File: src/rtl/wpr_pkg.sv
package wpr_pkg;
  // Per-cycle decisions passed from the control FSM to the address datapath
  typedef struct packed {
    logic clr;     // power-down: clear both addresses
    logic jump;    // move the live address to the verified address
    logic accept;  // a sample is written this cycle
    logic track;   // verified address follows accepted writes
  } wpr_ctl_t;
endpackage

File: src/rtl/wpr_rst_sync.sv
module wpr_rst_sync (
  input  logic clk,
  input  logic rst_n,
  output logic rst_sync_n
);
  logic [1:0] sync_q;

  always_ff @(posedge clk or negedge rst_n) begin
    if (!rst_n) sync_q <= 2'b00;
    else        sync_q <= {sync_q[0], 1'b1};
  end

  assign rst_sync_n = sync_q[1];
endmodule

File: src/rtl/wpr_ctrl.sv
module wpr_ctrl
  import wpr_pkg::*;
(
  input  logic     clk,
  input  logic     rst_n,
  input  logic     cmd_stb,
  input  logic     cmd_pwr,
  input  logic     cmd_wen,
  input  logic     cmp_stb,
  input  logic     match_det,
  input  logic     buf_full,
  input  logic     din_vld,
  output logic     enc_active,
  output wpr_ctl_t ctl
);
  logic pwr_q, enc_q, seen_q, pend_q;
  logic pwr_n, enc_n, seen_n, pend_n;
  logic clr;

  assign clr = cmd_stb & ~cmd_pwr;

  always_comb begin
    pwr_n    = pwr_q;
    enc_n    = enc_q;
    seen_n   = seen_q;
    pend_n   = pend_q;
    ctl.clr  = clr;
    ctl.jump = 1'b0;
    if (clr) begin
      pwr_n  = 1'b0;
      enc_n  = 1'b0;
      seen_n = 1'b0;
      pend_n = 1'b0;
    end else begin
      if (cmd_stb) pwr_n = 1'b1;
      if (pwr_q && cmp_stb && !pend_q) begin
        seen_n = 1'b1;
        pend_n = 1'b1;
      end
      if (pend_q && match_det) begin
        enc_n    = 1'b1;
        pend_n   = 1'b0;
        ctl.jump = 1'b1;
      end
      if (cmd_stb && cmd_wen) begin
        if (!seen_q) begin
          enc_n = 1'b1;
        end else if (pend_q) begin
          enc_n    = 1'b1;
          pend_n   = 1'b0;
          ctl.jump = 1'b1;
        end
      end
      if (cmd_stb && !cmd_wen) enc_n = 1'b0;
      if (buf_full)            enc_n = 1'b0;
    end
    ctl.accept = enc_q & din_vld & ~buf_full & ~ctl.jump & ~clr;
    ctl.track  = ~pend_q;
  end

  always_ff @(posedge clk or negedge rst_n) begin
    if (!rst_n) begin
      pwr_q  <= 1'b0;
      enc_q  <= 1'b0;
      seen_q <= 1'b0;
      pend_q <= 1'b0;
    end else begin
      pwr_q  <= pwr_n;
      enc_q  <= enc_n;
      seen_q <= seen_n;
      pend_q <= pend_n;
    end
  end

  assign enc_active = enc_q;
endmodule

File: src/rtl/wpr_addr.sv
module wpr_addr
  import wpr_pkg::*;
#(
  parameter int DEPTH = 12,
  localparam int AW   = (DEPTH > 1) ? $clog2(DEPTH) : 1
) (
  input  logic          clk,
  input  logic          rst_n,
  input  wpr_ctl_t      ctl,
  output logic [AW-1:0] wr_addr
);
  localparam logic [AW-1:0] LAST = AW'(DEPTH - 1);

  logic [AW-1:0] wa_q, vwa_q, wa_n, vwa_n, wa_inc;

  generate
    if ((1 << AW) == DEPTH) begin : g_pow2
      assign wa_inc = wa_q + AW'(1);
    end else begin : g_mod
      assign wa_inc = (wa_q == LAST) ? '0 : wa_q + AW'(1);
    end
  endgenerate

  always_comb begin
    wa_n  = wa_q;
    vwa_n = vwa_q;
    if (ctl.clr) begin
      wa_n  = '0;
      vwa_n = '0;
    end else if (ctl.jump) begin
      wa_n = vwa_q;
    end else if (ctl.accept) begin
      wa_n = wa_inc;
      if (ctl.track) vwa_n = wa_inc;
    end
  end

  always_ff @(posedge clk or negedge rst_n) begin
    if (!rst_n) begin
      wa_q  <= '0;
      vwa_q <= '0;
    end else begin
      wa_q  <= wa_n;
      vwa_q <= vwa_n;
    end
  end

  assign wr_addr = wa_q;
endmodule

File: src/rtl/wpr_resume_ctrl.sv
module wpr_resume_ctrl
  import wpr_pkg::*;
#(
  parameter int DEPTH = 12,
  localparam int AW   = (DEPTH > 1) ? $clog2(DEPTH) : 1
) (
  input  logic          clk,
  input  logic          rst_n,
  input  logic          cmd_stb,
  input  logic          cmd_pwr,
  input  logic          cmd_wen,
  input  logic          cmp_stb,
  input  logic          match_det,
  input  logic          buf_full,
  input  logic          din_vld,
  output logic [AW-1:0] wr_addr,
  output logic          enc_active,
  output logic          wr_req
);
  logic     rst_sync_n;
  wpr_ctl_t ctl;
  logic     jump_w;

  wpr_rst_sync u_rst (
    .clk       (clk),
    .rst_n     (rst_n),
    .rst_sync_n(rst_sync_n)
  );

  wpr_ctrl u_ctrl (
    .clk       (clk),
    .rst_n     (rst_sync_n),
    .cmd_stb   (cmd_stb),
    .cmd_pwr   (cmd_pwr),
    .cmd_wen   (cmd_wen),
    .cmp_stb   (cmp_stb),
    .match_det (match_det),
    .buf_full  (buf_full),
    .din_vld   (din_vld),
    .enc_active(enc_active),
    .ctl       (ctl)
  );

  wpr_addr #(.DEPTH(DEPTH)) u_addr (
    .clk    (clk),
    .rst_n  (rst_sync_n),
    .ctl    (ctl),
    .wr_addr(wr_addr)
  );

  assign wr_req = ctl.accept;
  assign jump_w = ctl.jump;
endmodule

File: config.mk
export PLATFORM = sky130hd
export DESIGN_NAME = wpr_resume_ctrl
export DESIGN_NICKNAME = d
export VERILOG_FILES = /design/src/rtl/wpr_pkg.sv /design/src/rtl/wpr_rst_sync.sv /design/src/rtl/wpr_ctrl.sv /design/src/rtl/wpr_addr.sv /design/src/rtl/wpr_resume_ctrl.sv
export SDC_FILE = /design/constraint.sdc
export NUM_CORES = 1
export LEC_CHECK = 0
export CAP_MARGIN = 40
export CORE_AREA = 2 2 41 43
export DETAILED_ROUTE_END_ITERATION = 10
export DIE_AREA = 0 0 43 45
export MAX_ROUTING_LAYER = met4
export PLACE_DENSITY = 0.88
export SYNTH_ARGS = -nofsm -noshare
export SYNTH_HDL_FRONTEND = slang
export SYNTH_SLANG_ARGS = --single-unit
File: constraint.sdc
create_clock -name clk -period 2 [get_ports clk]
set_clock_uncertainty 0.2 [all_clocks]
set_input_delay 0.5 -clock clk [delete_from_list [all_inputs] [get_ports clk]]
set_output_delay 0.5 -clock clk [all_outputs]
set_load 0.02 [all_outputs]
Yosys cells after proc, flatten, opt, wreduce, memory -nomap -nowiden
Cells that the tools add are included.

storage, ports and cells
  flip-flop bits (word level) = 14
  output and inout bits = 6

operators by class
  $add $sub $neg = 1
  equality and inequality tests = 3
  muxes and demuxes = 30
  bitwise logic cells = 9
  reduce and logical (&&, ||, !) cells = 12

operators by type and width
  cell                                                             count
  4-bit 2-to-1 mux                                                 8
  1-bit 2-to-1 mux                                                 22
  2-bit nonzero test                                               3
  1-bit bitwise AND                                                5
  1-bit logical AND                                                5
  4-bit by 1-bit adder with 4-bit output, second input constant    1
  4-bit equality test, second input constant                       1
  1-bit NOT                                                        4
  3-bit AND reduction                                              1
  3-bit nonzero test                                               1
  1-bit zero test                                                  2
  2-bit by 1-bit != test with 1-bit output, second input constant  1
  2-bit != test, second input constant                             1

Logic depth before layout (Yosys ltp)
Gate-level depths: netlist (run 1).

  word-level depth = 12
  depth in mapped cells = 4
  gate-level depth less buffers = 4

Hierarchy
A second synthesis (run 1) with hierarchy kept.

second synthesis, totals
  cell total of the unflattened synthesis = 72
  area, all modules = 733.2 um^2

modules (own cells, without submodules)
  module        times used  cells each  area an instance (um^2)  seq. area each (um^2)
  wpr_addr      1           47          475.5                    200.2
  wpr_ctrl      1           22          203.9                    100.1
  wpr_rst_sync  1           3           53.8                     50.0

Least setup slack after synthesis (run 1)
Ideal clock, no wire load.

  kind = input-to-output
  start = input port cmd_pwr
  end = output port wr_req
  data arrival time = 1088 ps
  slack = 212 ps
  cell stages on the path = 4
  path buffers = 1
  cell sequence = nand2b_1 > buf_2 > nand2_1 > nor2_1

on the way
  word-level cells in the longest chain between the ends = 6
  elaborated cells on any way between the ends = 7
  classes of those cells = mux: 1; bitwise: 6

ends and longest elaborated chain
  what                 RTL line               source
  start, declared      wpr_resume_ctrl.sv:10  input logic cmd_pwr,
  1-bit NOT *          wpr_ctrl.sv:20         assign clr = cmd_stb & ~cmd_pwr;
  1-bit bitwise AND *  wpr_ctrl.sv:20
  1-bit 2-to-1 mux     wpr_ctrl.sv:29         if (clr) begin
  1-bit NOT            wpr_ctrl.sv:57         ctl.accept = enc_q & din_vld & ~buf_full & ~ctl.jump & ~clr;
  1-bit bitwise AND    wpr_ctrl.sv:57
  1-bit bitwise AND *  wpr_ctrl.sv:57
  end, declared        wpr_resume_ctrl.sv:18  output logic wr_req

Every way passes the cells marked *; elsewhere a longest branch is shown, timed or not.

Worst setup path after layout (run 1)
  start = input port din_vld
  end = output port wr_req

on the way
  word-level cells in the longest chain between the ends = 4

ends and longest elaborated chain
  what                            RTL line               source
  start, declared                 wpr_resume_ctrl.sv:15  input logic din_vld,
  1-bit bitwise AND (4 in a row)  wpr_ctrl.sv:57

Every way passes these cells.

==> reports/metrics.yaml, run 1 <==
power_and_ir_drop:
  peakVddDrop_uv: 509.3
  power.density_nw_per_um2: 640.1
  cellLeakagePower_nw: 0.4923
global_routing:
  grt.overflow.total: 0
  antenna_found_initial: 0
  first_global_vias: 613
  grt_first_pass_wirelength_um: 2718
  track_usage_pct: 19.66
  grt_max_degree: 13
cts:
  cts_buffers: 3
  cts_num_sinks: 14
  insertion_delay_ns: 0.28
  cts_buffer_depth: 2
  htree_levels: 1
  root_buffer: "clkbuf_4"
  clk_pin_slew_ns: 0.08
  cts_tree: "built"
critical_path:
  cp_max_fo: 3
  cp-start-kind: "input port"
  worstPathRequired_ns: 1.30
  path_class: "input port to output pin"
  cp-end-kind: "output pin"
  rrSetupSlack_ns: 0.40
  crit_arrival_ns: 1.25
sta:
  fin_crit_sh_pct: 97.26
  drv_slew: 0
  tns_ns: 0
  fin_crit_ns: 1.945
  fmax_ghz: 0.5141
  hold_violations: 5
  hold_ws_ns: -0.004689
  setup_viol: 0
placed_design:
  place_area_um2: 997.2
  io_buffer_count: 14
  hpwlAfterDp_um: 1390
  globalplace.congestion: 0.8462
  placedCellCount: 113
logic_synthesis:
  avgSynthCellArea_um2: 10.41
  seq_area_frac_synth_pct: 46.74
  ys_seq_elements: 14
  synth_top_cell_by_area: "dfrtp_1"
  ys_warn_count: 0
  synth_cells: 72
  ys_top_cells_by_area: "dfrtp_1 (47%), a21oi_1 (4.0%), nand3b_1 (4.0%)"
  synth_area_um2: 749.5
  yosys.cell_types.count: 32
  netlist.area_leader.share_pct: 46.74
  synthesis.nets: 82
finish:
  layout_commonest_cell: "buf_4"
  utilization_pct: 69.64
  stdcell_count: 117
  finalInstanceArea_um2: 1025
  drive_gt1_share_pct: 29.70
  n_fill_cell: 123
  num_antenna_cells: 0
  area_growth_pct: 36.73
  mostFrequentLayoutCells: "buf_4 (15), dfrtp_1 (14), dlygate4sd2_1 (9)"
  fin_nets: 113
job:
  cap_viol_max_count: 0
drt:
  routed_wl_um: 1742
  drc: 0
  ant_nets: 0
  via_per_inst: 6.060
  first_pass_iters: 4
  num_vias: 709
  first_iter_violations: 30
  routedWlPerCell_um: 14.89
die:
  die_x_um: 43
  pin_count: 15
  die-area_um2: 1935
  die_h_um: 45
  initial_utilization_pct: 50.94
  core_area_um2: 1471
  rows: 14
min_path:
  min_path_type: "flip-flop to asynchronous set/reset pin"
outcome:
  status: "finished, violations left"
  violations: "hold timing"
## critical path, stage by stage
cell           delay, ns
dlygate4sd2_1       0.22
and3b_2             0.21
nand2_2             0.07
nor2_2              0.10
buf_4               0.14
## cells by family after synthesis
| logic type | count (synthesis) | share of synthesized area [%] |
|---|---|---|
| other | 1 | 0.5004 |
| AO/OA/AOI/OAI | 24 | 24.88 |
| AND/OR/NAND/NOR | 24 | 19.03 |
| buffers and inverters | 5 | 2.838 |
| flip-flops | 14 | 46.75 |
| multiplexers | 3 | 4.340 |
| adder cells (fa/ha/maj) | 1 | 1.669 |
## synth_stat cells
library cell  number
a211oi_1           1
o2111a_1           2
a21oi_1            6
conb_1             1
nor2_1             5
a221oi_1           1
nand3b_1           4
and4_1             1
and4bb_2           1
nand2b_1           1
nor2b_1            2
o31ai_1            2
o22ai_1            1
mux2i_1            1
a211o_1            1
and3b_1            1
a21o_1             1
o21ai_0            2
inv_1              3
ha_1               1
o311ai_1           1
nand3_1            1
nand2_1            5
dfrtp_1           14
mux2_2             2
a31oi_4            1
a31o_2             1
nand4_1            2
and2b_2            1
o2111ai_1          1
buf_2              2
a22oi_1            3
## state kept, by name, indices dropped and copies added (netlist names)
| register | flops |
|---|---|
| u_addr.vwa_q | 4 |
| u_addr.wr_addr | 4 |
| u_rst.sync_q | 2 |
| u_ctrl.enc_active | 1 |
| u_ctrl.pend_q | 1 |
| u_ctrl.pwr_q | 1 |
| u_ctrl.seen_q | 1 |
## per-stage QoR
stage / hold WS, ns / total power [mW] / worst slack, ns
2_1_floorplan: -0.05278 / 0.4232 / 0.2125
3_3_place_gp: 0.0002238 / 0.5067 / -0.6797
3_5_place_dp: 0.01709 / 0.5149 / -0.7057
4_1_cts: 0.01772 / 0.6594 / 0.01183
5_1_grt: 0.04248 / 0.6908 / -0.01201
6_report: -0.004689 / 0.6560 / 0.05473
## layer usage
metal | track usage (%) | up-vias | part of all wire [%]
met1 | 24.16 | 341 | 44
met4 | 6.061 | 0 | 0.98
met3 | 3.600 | 2 | 5.4
met5 | - | - | 0
met2 | 33.33 | 29 | 50
li1 | - | 337 | -
## power by group
group / internal [mW] / leakage [nW] / switching, mW
logic: 0.0819 / 0.295 / 0.0848
registers: 0.307 / 0.183 / 0.0289
clock network: 0.0698 / 0.0138 / 0.0834
## final timing paths
| path | cells after the start | start | endpoint |
|---|---|---|---|
| worst max-delay path | 5 | din_vld | wr_req |
| worst min-delay path | 0 | u_rst.sync_q[1] | u_ctrl.pwr_q |
| worst max register to register | 4 | u_addr.wr_addr[0] | u_addr.vwa_q[3] |
| worst min register to register | 0 | u_rst.sync_q[1] | u_ctrl.pwr_q |
| min in group clk | 0 | u_rst.sync_q[0] | u_rst.sync_q[1] |
| max in group asynchronous | 0 | u_rst.sync_q[1] | u_addr.wr_addr[2] |
## cell type report
type                    count  area (um2)  area share, %
clock buffers               3       22.52          2.198
flip-flops and latches     14       350.3          34.19
well taps                  16       20.02          1.954
multi-input cells          53       394.1          38.46
repair buffers             28       226.5          22.10
inverters                   3       11.26          1.099
## timing repair
item | 4_1_cts | 5_1_grt
gates resized for setup | 22 | 2
cloned | 0 | 0
hold buffers | 0 | 0
setup buffers | 1 | 0
endpoints found under the setup margin | 6 | 1
pin swaps | 3 | 0
Power figures use the tool's default switching activity.
==> run 2, diff against run 1 <==
--- a/config.mk
+++ b/config.mk
@@ -6,11 +6,12 @@
 export NUM_CORES = 1
 export LEC_CHECK = 0
 export CAP_MARGIN = 40
-export CORE_AREA = 2 2 41 43
+export CORE_AREA = 2 2 57 59
 export DETAILED_ROUTE_END_ITERATION = 10
-export DIE_AREA = 0 0 43 45
+export DIE_AREA = 0 0 59 61
 export MAX_ROUTING_LAYER = met4
-export PLACE_DENSITY = 0.88
+export PLACE_DENSITY = 0.54
+export SLEW_MARGIN = 20
 export SYNTH_ARGS = -nofsm -noshare
 export SYNTH_HDL_FRONTEND = slang
 export SYNTH_SLANG_ARGS = --single-unit
==> reports/metrics.yaml, run 2 (synthesis results as in run 1) <==
drt:
  first_iter_violations: 16  # -47%
  drc: 0  # unchanged
  ant_nets: 0  # unchanged
  num_vias: 695  # -2.0%
  routedWlPerCell_um: 12.34  # -17%
  first_pass_iters: 4  # unchanged
  via_per_inst: 4.894  # -19%
  routed_wl_um: 1752  # +0.57%
sta:
  setup_viol: 0  # unchanged
  rsz0062_at_grt: "no"
  tightest_slew_ns: 0.5006
  tns_ns: 0  # unchanged
  hold_ws_ns: -0.005616  # -0.0009274 ns
  fmax_ghz: 0.5137  # about the same
  maxSlewHeadroom_pct: 66.63
  fin_crit_sh_pct: 97.34  # about the same
  fin_crit_ns: 1.947  # +0.001524 ns
  hold_violations: 6  # +1
  drv_slew: 0  # unchanged
  setup_slack_ns: 0.05320  # -0.001524 ns
global_routing:
  grt_first_pass_wirelength_um: 2994  # +10%
  track_usage_pct: 11.62  # -8.0 points
  grt.overflow.total: 0  # unchanged
  grt_max_degree: 13  # unchanged
  first_global_vias: 702  # +15%
  antenna_found_initial: 0  # unchanged
critical_path:
  crit_arrival_ns: 1.25  # about the same
  path_buf_inv: 1  # -1
  cp.depth: 1  # -4
  cpLargestDelayFamily: "buffers and inverters"
  max_stage_delay_ns: 0.60  # +0.38 ns
  cpMaxStageDelayCell: "clkdlybuf4s50_1"
  timing.rr.start: "u_addr.wr_addr[0]"
  cp-start-kind: "flip-flop"
  timing.rr.end: "u_addr.vwa_q[3]"
  worstPathRequired_ns: 1.30  # about the same
  cp_cell_sequence: "clkdlybuf4s50_1"
  cp_max_fo: 2  # -1
  path_class: "flip-flop to output pin"
  rrSetupSlack_ns: 0.41  # about the same
  r2r_cells: 5  # +1
  cp-end-kind: "output pin"
die:
  initial_utilization_pct: 25.38  # -26 points
  die_h_um: 61  # +36%
  rows: 20  # +6
  core_area_um2: 2953  # +100%
  die_x_um: 59  # +37%
  die-area_um2: 3599  # +86%
  pin_count: 15  # unchanged
cts:
  cts_num_sinks: 14  # unchanged
  cts_buffers: 3  # unchanged
  cts_tree: "built"
  cts_buffer_depth: 2  # unchanged
  clk_pin_slew_ns: 0.09  # about the same
  htree_levels: 1  # unchanged
  insertion_delay_ns: 0.28  # about the same
  root_buffer: "clkbuf_4"
min_path:
  min_path_type: "flip-flop to asynchronous set/reset pin"
power_and_ir_drop:
  peakVddDrop_uv: 404.1  # -21%
  cellLeakagePower_nw: 0.5333  # +8.3%
  power.total_mw: 0.7228  # +10%
  power.density_nw_per_um2: 646.9  # +1.1%
finish:
  layout_commonest_cell: "buf_4"
  area_growth_pct: 49.08
  mostFrequentLayoutCells: "buf_4 (22), dfrtp_1 (14), dlygate4sd2_1 (8)"
  fin_nets: 120  # +6.2%
  num_antenna_cells: 0  # unchanged
  drive_gt1_share_pct: 33.94  # +4.2 points
  n_fill_cell: 310  # +150%
  utilization_pct: 37.84  # -32 points
outcome:
  violations: "hold timing"
  status: "finished, violations left"
placed_design:
  hpwlAfterDp_um: 1384  # -0.41%
  dpl_worst_slack_ns: -0.6969  # +0.008766 ns
  io_buffer_count: 14  # unchanged
  globalplace.congestion: 0.7870  # -7.0%
job:
  cap_viol_max_count: 0  # unchanged
-- run 2: per-layer routing --
layer	vias up	GRT usage [%]	share of wire, %
met3	4	1.919	4.5
met1	322	12.88	42
li1	349	-	-
met2	20	20.32	52
met4	0	5.519	1.3
met5	-	-	0
-- run 2: repair_timing --
action / in CTS / in global routing
hold endpoints to repair: 0 / 0
setup buffers: 1 / 0
endpoints found under the setup margin: 5 / 0
hold buffers: 0 / 0
gates resized for setup: 22 / 0
-- run 2: worst max-delay path by stage --
| stage | start | end |
|---|---|---|
| finish | u_addr.wr_addr[0] | wr_addr[0] |
| detailed placement | cmd_stb | wr_req |
| CTS | u_addr.wr_addr[0] | wr_addr[0] |
| floorplan | cmd_pwr | wr_req |
| global route | match_det | wr_req |
| global placement | cmd_stb | wr_req |
-- run 2: through the flow --
step / instance area, um2 / std cells
2_1_floorplan: 749.5 / 72
3_3_place_gp: 1071 / 137
3_5_place_dp: 1071 / 137
5_1_grt: 1117 / 142
4_1_cts: 1117 / 142
6_report: 1117 / 142
-- run 2: area by class of cell --
cell class              instances  area (um2)  area share [%]
inverters                       3       11.26           1.008
multi-input cells              53       391.6           35.05
flip-flops and latches         14       350.3           31.36
clock buffers                   4       36.28           3.247
repair buffers                 35       286.5           25.64
well taps                      33       41.29           3.695
-- run 2: where the power goes --
group          leakage [nW]  internal (mW)  switching (mW)
clock network        0.0210          0.111          0.0944
registers             0.183          0.307          0.0219
logic                 0.329         0.0987          0.0900
total                 0.533          0.517           0.206
==> run 3, diff against run 2 <==
--- a/config.mk
+++ b/config.mk
@@ -7,6 +7,7 @@
 export LEC_CHECK = 0
 export CAP_MARGIN = 40
 export CORE_AREA = 2 2 57 59
+export CTS_BUF_LIST = sky130_fd_sc_hd__clkbuf_8
 export DETAILED_ROUTE_END_ITERATION = 10
 export DIE_AREA = 0 0 59 61
 export MAX_ROUTING_LAYER = met4
==> reports/metrics.yaml, run 3 (synthesis results as in run 1) <==
sta:
  setup_viol: 0  # unchanged
  tightest_slew_ns: 0.5016  # +0.0009961 ns
  maxSlewHeadroom_pct: 66.56  # about the same
  drv_slew: 0  # unchanged
  rsz0062_at_grt: "no"
  fin_crit_ns: 1.942  # -0.004805 ns
  hold_violations: 0  # -6
  fmax_ghz: 0.5149  # +0.25%
  fin_crit_sh_pct: 97.10  # -0.24 points
  hold_ws_ns: 0.002672  # +0.008289 ns
cts:
  cts_buffers: 3  # unchanged
  clk_pin_slew_ns: 0.06  # -0.03 ns
  cts_buffer_depth: 2  # unchanged
  root_buffer: "clkbuf_8"
  cts_tree: "built"
  insertion_delay_ns: 0.24  # -0.04 ns
  cts_num_sinks: 14  # unchanged
  htree_levels: 1  # unchanged
  cts_hold_buf: 0  # unchanged
critical_path:
  cpLargestDelayFamily: "buffers and inverters"
  crit_arrival_ns: 1.24  # about the same
  worstPathRequired_ns: 1.30  # about the same
  cp-start-kind: "input port"
  max_stage_delay_ns: 0.28  # -0.32 ns
  cp-end-kind: "output pin"
  rrSetupSlack_ns: 0.43  # +0.02 ns
  timing.rr.start: "u_addr.wr_addr[0]"
  cp_max_fo: 3  # +1
  cp_cell_sequence: "dlygate4sd2_1 > a31oi_4 > nor2_2 > nor2_1 > buf_4"
  timing.rr.end: "u_addr.vwa_q[3]"
  r2r_cells: 5  # unchanged
  path_buf_inv: 2  # +1
  path_class: "input port to output pin"
  cpMaxStageDelayCell: "dlygate4sd2_1"
die:
  initial_utilization_pct: 25.38  # unchanged
  die_x_um: 59  # unchanged
  die-area_um2: 3599  # unchanged
  pin_count: 15  # unchanged
  rows: 20  # unchanged
  core_area_um2: 2953  # unchanged
  die_h_um: 61  # unchanged
finish:
  area_growth_pct: 51.59
  fin_nets: 120  # unchanged
  n_fill_cell: 306  # -1.3%
  stdcell_count: 142  # unchanged
  num_antenna_cells: 0  # unchanged
  utilization_pct: 38.47  # +0.64 points
  finalInstanceArea_um2: 1136  # +1.7%
  mostFrequentLayoutCells: "buf_4 (22), dfrtp_1 (14), dlygate4sd2_1 (8)"
  layout_commonest_cell: "buf_4"
  drive_gt1_share_pct: 33.94  # unchanged
power_and_ir_drop:
  power.total_mw: 0.7910  # +9.4%
  power.density_nw_per_um2: 696.2  # +7.6%
  peakVddDrop_uv: 466.2  # +15%
  cellLeakagePower_nw: 0.5411  # +1.5%
drt:
  first_iter_violations: 15  # -1
  ant_nets: 0  # unchanged
  drc: 0  # unchanged
  via_per_inst: 4.908  # +0.29%
  routedWlPerCell_um: 12.33  # about the same
  num_vias: 697  # +0.29%
  routed_wl_um: 1751  # about the same
  first_pass_iters: 4  # unchanged
global_routing:
  grt_max_degree: 13  # unchanged
  first_global_vias: 701  # -0.14%
  grt.overflow.total: 0  # unchanged
  grt_first_pass_wirelength_um: 2994  # unchanged
  antenna_found_initial: 0  # unchanged
  track_usage_pct: 11.58  # -0.046 points
outcome:
  status: "complete, no violations"
placed_design:
  place_area_um2: 1071  # unchanged
  placedCellCount: 137  # unchanged
  globalplace.congestion: 0.7870  # unchanged
  io_buffer_count: 14  # unchanged
  hpwlAfterDp_um: 1384  # unchanged
min_path:
  min_path_type: "flip-flop to asynchronous set/reset pin"
job:
  cap_viol_max_count: 0  # unchanged
run 3: layout make-up:
cell class	count	area [um2]	share of cell area (%)
multi-input combinational	53	391.6	34.47
inverter	3	11.26	0.9912
sequential	14	350.3	30.84
clock buffer	4	55.05	4.846
tap	33	41.29	3.634
timing repair buffer	35	286.5	25.22
run 3: worst max-delay path by stage:
stage / end / startpoint / slack, ns / cells after the start
floorplan: wr_req / cmd_pwr / 0.21 / 4
global route: wr_req / match_det / 0.01 / 5
detailed placement: wr_req / cmd_stb / -0.70 / 5
global placement: wr_req / cmd_stb / -0.70 / 5
finish: wr_req / match_det / 0.06 / 5
CTS: wr_req / match_det / 0.04 / 5
run 3: report_power, final:
| group | switching (mW) | total, mW | internal [mW] |
|---|---|---|---|
| Combinational | 0.0899 | 0.189 | 0.0987 |
| Sequential | 0.0218 | 0.330 | 0.308 |
| Clock | 0.0984 | 0.273 | 0.174 |
| Total | 0.210 | 0.791 | 0.581 |
run 3: stage by stage:
step / TNS (ns) / setup WS [ns]
2_1_floorplan: 0 / 0.2125
3_3_place_gp: -1.458 / -0.6954
3_5_place_dp: -1.495 / -0.6969
4_1_cts: 0 / 0.04273
5_1_grt: 0 / 0.009625
6_report: 0 / 0.05801
run 3: layer usage:
metal,part of all wire (%),vias up,global-route usage (%)
met3,5.5,6,1.919
li1,-,345,-
met1,41,323,12.75
met4,1.9,0,5.519
met2,51,23,20.32
met5,0,-,-
run 3: repair_timing:
item | 4_1_cts | 5_1_grt
resized for setup | 22 | 0
setup buffers | 1 | 0
setup endpoints to repair | 5 | 0
